[src/rtl/token_steer_pkg.sv]
package token_steer_pkg;

    typedef enum logic [2:0] {
        ST_ASK_IN   = 3'd0,
        ST_IN_DONE  = 3'd1,
        ST_ASK_LEND = 3'd2,
        ST_LEND_RET = 3'd3,
        ST_ASK_FWD  = 3'd4,
        ST_FWD_DONE = 3'd5
    } steer_st_e;

    typedef enum logic {
        SIDE_PUT = 1'b0,
        SIDE_GET = 1'b1
    } side_e;

    typedef struct packed {
        steer_st_e st;
        side_e     side;
        logic      in_req;
        logic      put_req;
        logic      get_req;
        logic      fwd_req;
    } steer_regs_t;

    typedef enum logic {
        JN_IDLE = 1'b0,
        JN_BUSY = 1'b1
    } join_st_e;

    typedef struct packed {
        join_st_e st;
        logic     ack;
    } join_regs_t;

    localparam int unsigned ASYNC_IN_W = 4;

endpackage

[src/rtl/token_steer_sync.sv]
module token_steer_sync #(
    parameter int unsigned WIDTH  = 4,
    parameter int unsigned STAGES = 2
) (
    input  logic             clk,
    input  logic             rst_n,
    input  logic [WIDTH-1:0] async_i,
    output logic [WIDTH-1:0] sync_o
);

    generate
        if (STAGES == 0) begin : g_bypass
            assign sync_o = async_i;
        end else begin : g_chain
            logic [WIDTH-1:0] chain_q [STAGES];
            logic [WIDTH-1:0] chain_d [STAGES];

            always_comb begin
                chain_d[0] = async_i;
                for (int i = 1; i < STAGES; i++) begin
                    chain_d[i] = chain_q[i-1];
                end
            end

            always_ff @(posedge clk or negedge rst_n) begin
                if (!rst_n) begin
                    for (int i = 0; i < STAGES; i++) begin
                        chain_q[i] <= '0;
                    end
                end else begin
                    for (int i = 0; i < STAGES; i++) begin
                        chain_q[i] <= chain_d[i];
                    end
                end
            end

            assign sync_o = chain_q[STAGES-1];
        end
    endgenerate

endmodule

[src/rtl/token_steer_fsm.sv]
module token_steer_fsm
    import token_steer_pkg::*;
#(
    parameter bit FIRST_IS_PUT = 1'b1
) (
    input  logic clk,
    input  logic rst_n,
    input  logic in_ack,
    input  logic put_ack,
    input  logic get_ack,
    input  logic fwd_ack,
    output logic in_req,
    output logic put_req,
    output logic get_req,
    output logic fwd_req
);

    localparam side_e RESET_SIDE = FIRST_IS_PUT ? SIDE_PUT : SIDE_GET;
    localparam steer_regs_t RESET_REGS = '{
        st:      ST_ASK_IN,
        side:    RESET_SIDE,
        in_req:  1'b1,
        put_req: 1'b0,
        get_req: 1'b0,
        fwd_req: 1'b0
    };

    steer_regs_t r_d, r_q;
    logic        lend_ack;

    always_comb begin
        r_d      = r_q;
        lend_ack = (r_q.side == SIDE_PUT) ? put_ack : get_ack;
        unique case (r_q.st)
            ST_ASK_IN: begin
                if (in_ack) begin
                    r_d.in_req = 1'b0;
                    r_d.st     = ST_IN_DONE;
                end
            end
            ST_IN_DONE: begin
                if (!in_ack) begin
                    r_d.put_req = (r_q.side == SIDE_PUT);
                    r_d.get_req = (r_q.side == SIDE_GET);
                    r_d.st      = ST_ASK_LEND;
                end
            end
            ST_ASK_LEND: begin
                if (lend_ack) begin
                    r_d.put_req = 1'b0;
                    r_d.get_req = 1'b0;
                    r_d.st      = ST_LEND_RET;
                end
            end
            ST_LEND_RET: begin
                if (!lend_ack) begin
                    r_d.fwd_req = 1'b1;
                    r_d.st      = ST_ASK_FWD;
                end
            end
            ST_ASK_FWD: begin
                if (fwd_ack) begin
                    r_d.fwd_req = 1'b0;
                    r_d.st      = ST_FWD_DONE;
                end
            end
            ST_FWD_DONE: begin
                if (!fwd_ack) begin
                    r_d.in_req = 1'b1;
                    r_d.side   = (r_q.side == SIDE_PUT) ? SIDE_GET : SIDE_PUT;
                    r_d.st     = ST_ASK_IN;
                end
            end
            default: r_d = RESET_REGS;
        endcase
    end

    always_ff @(posedge clk or negedge rst_n) begin
        if (!rst_n) begin
            r_q <= RESET_REGS;
        end else begin
            r_q <= r_d;
        end
    end

    assign in_req  = r_q.in_req;
    assign put_req = r_q.put_req;
    assign get_req = r_q.get_req;
    assign fwd_req = r_q.fwd_req;

endmodule

[src/rtl/token_steer_join.sv]
module token_steer_join
    import token_steer_pkg::*;
(
    input  logic clk,
    input  logic rst_n,
    input  logic down_req,
    input  logic fwd_req,
    output logic joint_ack
);

    join_regs_t j_d, j_q;

    always_comb begin
        j_d = j_q;
        unique case (j_q.st)
            JN_IDLE: begin
                if (down_req && fwd_req) begin
                    j_d.st  = JN_BUSY;
                    j_d.ack = 1'b1;
                end
            end
            JN_BUSY: begin
                if (!down_req && !fwd_req) begin
                    j_d.st  = JN_IDLE;
                    j_d.ack = 1'b0;
                end
            end
            default: j_d = '{st: JN_IDLE, ack: 1'b0};
        endcase
    end

    always_ff @(posedge clk or negedge rst_n) begin
        if (!rst_n) begin
            j_q <= '{st: JN_IDLE, ack: 1'b0};
        end else begin
            j_q <= j_d;
        end
    end

    assign joint_ack = j_q.ack;

endmodule

[src/rtl/token_steer_cell.sv]
module token_steer_cell
    import token_steer_pkg::*;
#(
    parameter int unsigned ACK_SYNC     = 2,
    parameter bit          FIRST_IS_PUT = 1'b1
) (
    input  logic clk,
    input  logic rst_n,
    output logic tok_in_req,
    input  logic tok_in_ack,
    output logic put_tok_req,
    input  logic put_tok_ack,
    output logic get_tok_req,
    input  logic get_tok_ack,
    input  logic out_req,
    output logic out_ack
);

    logic [ASYNC_IN_W-1:0] raw_in;
    logic [ASYNC_IN_W-1:0] syn_in;
    logic                  in_ack_s;
    logic                  put_ack_s;
    logic                  get_ack_s;
    logic                  out_req_s;
    logic                  fwd_req;
    logic                  fwd_ack;

    assign raw_in = {tok_in_ack, put_tok_ack, get_tok_ack, out_req};

    token_steer_sync #(
        .WIDTH  (ASYNC_IN_W),
        .STAGES (ACK_SYNC)
    ) u_sync (
        .clk     (clk),
        .rst_n   (rst_n),
        .async_i (raw_in),
        .sync_o  (syn_in)
    );

    assign {in_ack_s, put_ack_s, get_ack_s, out_req_s} = syn_in;

    token_steer_fsm #(
        .FIRST_IS_PUT (FIRST_IS_PUT)
    ) u_steer (
        .clk     (clk),
        .rst_n   (rst_n),
        .in_ack  (in_ack_s),
        .put_ack (put_ack_s),
        .get_ack (get_ack_s),
        .fwd_ack (fwd_ack),
        .in_req  (tok_in_req),
        .put_req (put_tok_req),
        .get_req (get_tok_req),
        .fwd_req (fwd_req)
    );

    token_steer_join u_join (
        .clk       (clk),
        .rst_n     (rst_n),
        .down_req  (out_req_s),
        .fwd_req   (fwd_req),
        .joint_ack (fwd_ack)
    );

    assign out_ack = fwd_ack;

endmodule

[config.mk]
export PLATFORM = sky130hd
export DESIGN_NAME = token_steer_cell
export DESIGN_NICKNAME = d
export VERILOG_FILES = /design/src/rtl/token_steer_pkg.sv /design/src/rtl/token_steer_sync.sv /design/src/rtl/token_steer_fsm.sv /design/src/rtl/token_steer_join.sv /design/src/rtl/token_steer_cell.sv
export SDC_FILE = /design/constraint.sdc
export NUM_CORES = 1
export LEC_CHECK = 0
export BUFFER_PORTS_ARGS = -buffer_cell sky130_fd_sc_hd__buf_2
export CAP_MARGIN = 20
export CORE_AREA = 2 2 39 41
export DETAILED_ROUTE_END_ITERATION = 10
export DIE_AREA = 0 0 41 43
export GPL_ROUTABILITY_DRIVEN = 1
export PLACE_DENSITY = 0.81
export REMOVE_ABC_BUFFERS = 1
export SYNTH_ARGS = -nofsm -noshare
export SYNTH_HDL_FRONTEND = slang
export SYNTH_HIERARCHICAL = 1
export SYNTH_SLANG_ARGS = --single-unit
[constraint.sdc]
create_clock -name clk -period 1.9 [get_ports clk]
set_input_delay 0.19 -clock clk [delete_from_list [all_inputs] [get_ports clk]]
set_output_delay 0.19 -clock clk [all_outputs]
set_load 0.05 [all_outputs]
# After elaboration in Yosys (flattened, before gate mapping)
# Index checks and enable logic that the tools add are counted.
[word_totals]
out_inout_bits = 4
in_bits = 6
reg_bits = 18
word_cells = 65
[classes]
bitwise_logic = 6
eq_ne = 13
n_reduce_logical = 15
muxes = 21
[op_table]
columns = ["operator", "count"]
rows = [
  ["one-hot mux 3 bit (6 select lines)", 1],
  ["2-to-1 mux 3 bit", 5],
  ["OR reduction 4 bit", 3],
  ["!= test 2 bit, second input constant", 5],
  ["AND reduction 3 bit", 3],
  ["2-to-1 mux 2 bit", 4],
  ["equality test 3 x 2 -> 1 bit, second input constant", 2],
  ["equality test 3 bit, second input constant", 2],
  ["!= test 2 x 1 -> 1 bit, second input constant", 3],
  ["inverter 1 bit", 6],
  ["one-hot mux 1 bit (3 select lines)", 2],
  ["one-hot mux 2 bit (3 select lines)", 1],
  ["AND reduction 6 bit", 1],
  ["2-to-1 mux 1 bit", 5],
  ["2-to-1 mux 5 bit", 1],
  ["OR reduction 5 bit", 1],
  ["one-hot mux 2 bit (2 select lines)", 1],
  ["AND reduction 2 bit", 2],
  ["equality test 3 x 1 -> 1 bit, second input constant", 1],
  ["logical NOT 3 bit", 1],
  ["logical AND 1 bit", 2],
  ["logical NOT 1 bit", 2],
  ["one-hot mux 1 bit (2 select lines)", 1],
]

# Longest topological paths before layout
[depth]
ltp_word = 4
ltp_mapped = 4
mapped_depth_nobuf = 3

# Modules after synthesis
# Netlist, hierarchy kept.
[by_module_without_submodules]
columns = ["mod", "seq_area_each_um2", "cells_each", "instances", "area_per_inst_um2"]
rows = [
  ["token_steer_fsm", 201.4, 44, 1, 439.2],
  ["token_steer_sync", 200.2, 8, 1, 200.2],
  ["token_steer_join", 50.0, 8, 1, 83.8],
]

# Worst setup path after synthesis
# OpenSTA, ideal clock, no wires.
[synth_timing]
path_type = "register to register"
from = "register u_join.j_q, in the netlist u_join/joint_ack"
to = "register u_steer/r_q[4] (netlist name)"
n_path_buf = 0
path_slack_ps = 632
setup_time_ps = 127
synth_period_minus_slack_ps = 1268
t_required_ps = 1773
path_stages_with_launch = 4
arrival_time_ps = 1141
cell_sequence = "dfrtp_1 -> and4bb_2 -> a21oi_1 -> o22ai_1"
[synth_via]
elab_chain_cells = 2
[synth_rtl]
columns = ["item", "line", "rtl"]
rows = [
  ["start, declared", "token_steer_join.sv:11", "join_regs_t j_d, j_q;"],
  ["start signal, assigned", "token_steer_join.sv:34", "j_q <= '{st: JN_IDLE, ack: 1'b0};"],
  ["start signal, assigned", "token_steer_join.sv:36", "j_q <= j_d;"],
  ["!= test 2 bit (no source line)", "-", ""],
  ["AND reduction 2 bit (no source line)", "-", ""],
  ["end signal, assigned", "token_steer_fsm.sv:82", "r_q <= r_d;"],
  ["end, declared", "token_steer_fsm.sv:28", "steer_regs_t r_d, r_q;"],
]
# Every way passes these cells.
# A chain may end at the register's enable or synchronous reset.

# Worst setup path in the final report
[layout_timing]
from = "register u_steer.r_q, in the netlist u_steer/in_req"
to = "output tok_in_req"
[layout_lines]
columns = ["item", "line", "rtl"]
rows = [
  ["end, declared", "token_steer_cell.sv:9", "output logic tok_in_req,"],
]
# No word-level cell between the ends.

==> qor.json <==
{
  "final_cell_count_no_fill": 92,
  "critical_path.slowest_cell": "sky130_fd_sc_hd__dfstp_2",
  "num_rows": 14,
  "first_global_vias": 428,
  "power.static_leakage_nw": 0.379,
  "cts_tree": "built",
  "clock_latency_ns": 0.28,
  "max_cap_viols": 0,
  "critical_path_arrival_ns": 1.09,
  "flow.area_growth_from_synthesis_pct": 17.8,
  "layout_commonest_cell": "sky130_fd_sc_hd__dfrtp_1",
  "vias_per_cell": 5.38,
  "antennaDiodeCount": 0,
  "critPathLaunchType": "register",
  "syn_inst": 60,
  "iteration_count_of_the_initial_detailed_routing_pass": 3,
  "nNetsFinal": 83,
  "detail_route.iter0.violations": 5,
  "final.setup_skew_ns": 0.00119,
  "layout_worst_path_cycle_share_pct": 67.4,
  "synth_cell_types": 25,
  "max_freq_ghz": 0.780,
  "hold_viol": 0,
  "timing.critical_path.required_ns": 1.71,
  "drive_gt1_share_pct": 21.1,
  "cts_post_setup_buffers_inserted": 0,
  "path_delay_family": "flip-flops",
  "chipWidth_um": 41,
  "yosys_warnings": 6,
  "cts_hold_repair.buffers": 5,
  "setup_viol_count_final": 0,
  "clock_root_cell": "sky130_fd_sc_hd__clkbuf_4",
  "most-common-layout-cells": "17 x sky130_fd_sc_hd__dfrtp_1, 9 x sky130_fd_sc_hd__buf_2, 6 x sky130_fd_sc_hd__a21oi_1",
  "grt_first_pass_wirelength_mm": 1.84,
  "post-route-drc-count": 0,
  "fillerInstances": 109,
  "syn_area_per_cell_um2": 12.1,
  "fp.dieArea_mm2": 0.00176,
  "clkSlewWorstSetupHoldPaths_ns": 0.09,
  "htree_levels": 1,
  "post-route-util_pct": 61.6,
  "critical_path.max_fanout": 3,
  "grt_setup_unrepaired": "no",
  "power.density_mw_per_mm2": 1480,
  "worstMarginPinSlew_ns": 0.396,
  "portBuffers": 9,
  "core_area_mm2": 0.00138,
  "floorplan.initialDensity_pct": 52.3,
  "irDropWorstVdd_uv": 809,
  "detailroute.via_count": 495,
  "crit_buf_inv": 1,
  "result_of_the_run": "complete, no violations",
  "end_kind": "primary output",
  "period_needed_ns": 1.28,
  "fin_setup_tns_ns": 0,
  "grt_max_degree": 19,
  "maxSlewHeadroom_pct": 73.6,
  "hpwlAfterDp_um": 720,
  "io_pins": 10,
  "number_of_instances_resized_during_post_cts_repair": 0,
  "place_congestion": 0.681,
  "dpl.cell_count": 83,
  "yosys_register_bits": 18,
  "wl_per_cell_um": 12.0,
  "critical_path_class": "reg2out",
  "synth-seq-area-share_pct": 62.5,
  "number_of_pins_exceeding_their_max_slew_limit_in_the_final_report": 0,
  "worstPathCellList": "buf_2",
  "grt_usage_pct": 16.6,
  "initial_antenna_violation_count": 0,
  "hold_path.class": "in2async",
  "die_height_um": 43,
  "drt-total-wl_mm": 1.10,
  "cts_num_sinks": 18,
  "total_power_mw": 1.26,
  "timing.critical_path.slowest_cell_delay_ns": 0.55,
  "antenna_left": 0,
  "holdWs_ns": 0.339,
  "remaining_overflow_grt": 0,
  "clockBufferDepth": 2,
  "syn_area_um2": 723,
  "numCtsBuffers": 3
}
## through the flow
stage	cell area (µm²)	setup WS, ns
2_1_floorplan	711	0.620
5_1_grt	852	0.518
6_report	852	0.619
3_3_place_gp	776	0.686
4_1_cts	852	0.611
3_5_place_dp	776	0.678
## registers in the layout, summed over array words and instances (netlist names)
register	count
u_join/j_q	1
u_join/joint_ack	1
u_steer/fwd_req	1
u_steer/get_req	1
u_steer/in_req	1
u_steer/put_req	1
u_steer/r_q	4
u_sync/g_chain.chain_d	4
u_sync/sync_o	4
## cell usage after synthesis
cell type | instances | area [µm²]
sky130_fd_sc_hd__dfrtp_1 | 17 | 425
sky130_fd_sc_hd__o22ai_1 | 3 | 18.8
sky130_fd_sc_hd__nand2_1 | 3 | 11.3
sky130_fd_sc_hd__or2b_1 | 1 | 7.51
sky130_fd_sc_hd__nor3_1 | 1 | 5.00
sky130_fd_sc_hd__a211oi_1 | 1 | 7.51
sky130_fd_sc_hd__a21oi_1 | 6 | 30.0
sky130_fd_sc_hd__mux2i_2 | 1 | 13.8
sky130_fd_sc_hd__or2_1 | 1 | 6.26
sky130_fd_sc_hd__nor4b_1 | 1 | 8.76
sky130_fd_sc_hd__nand3b_1 | 1 | 7.51
sky130_fd_sc_hd__a21boi_0 | 1 | 7.51
sky130_fd_sc_hd__o21ai_1 | 1 | 5.00
sky130_fd_sc_hd__and4bb_2 | 1 | 12.5
sky130_fd_sc_hd__nor2_1 | 1 | 3.75
sky130_fd_sc_hd__buf_4 | 1 | 7.51
sky130_fd_sc_hd__maj3_2 | 1 | 11.3
sky130_fd_sc_hd__buf_2 | 1 | 5.00
sky130_fd_sc_hd__nor3b_1 | 3 | 22.5
sky130_fd_sc_hd__o211ai_1 | 1 | 7.51
sky130_fd_sc_hd__dfstp_2 | 1 | 26.3
sky130_fd_sc_hd__o21ai_0 | 2 | 10.0
sky130_fd_sc_hd__o2bb2ai_1 | 3 | 26.3
sky130_fd_sc_hd__inv_1 | 3 | 11.3
sky130_fd_sc_hd__nand2b_1 | 4 | 25.0
## cell families after synthesis
group,Yosys count,share of synthesized area (%)
compound gates,18,15.6
flops,18,62.5
simple gates,17,15.2
buf+inv,5,3.29
mux,1,1.90
fa+ha+maj,1,1.56
## report_power, final
part | internal (mW) | switching [mW]
combinational | 0.187 | 0.252
sequential | 0.484 | 0.146
clock | 0.0816 | 0.106
total | 0.753 | 0.504
## per-layer routing
layer	GRT usage [%]	routed length (µm)	vias to the layer above
met4	14.0	45	0
met1	22.0	514	235
met3	4.71	28	4
met2	21.6	515	10
li1	-	-	246
met5	0	0	-
## final cells by class
| cell class | instances | area (µm²) | area share (%) |
|---|---|---|---|
| Tap cell | 16 | 20.0 | 2.35 |
| Multi-Input combinational cell | 37 | 248 | 29.1 |
| Inverter | 3 | 11.3 | 1.32 |
| Clock buffer | 4 | 26.3 | 3.08 |
| Sequential cell | 18 | 452 | 53.0 |
| Timing Repair Buffer | 14 | 95.1 | 11.2 |
## path summary, 6_finish.rpt
check	start	end	slack, ns	depth (start not counted)
min	rst_n	u_join/joint_ack	0.34	2
min reg2reg	u_sync/g_chain.chain_d[0]	u_sync/sync_o[0]	0.36	0
max reg2reg	u_steer/r_q[4]	u_steer/r_q[6]	0.67	3
max	u_steer/in_req	tok_in_req	0.62	1
max in group asynchronous	rst_n	u_steer/in_req	1.25	2
min in group clk	u_sync/g_chain.chain_d[0]	u_sync/sync_o[0]	0.36	0
No activity file was read; power rests on OpenSTA's default activity.
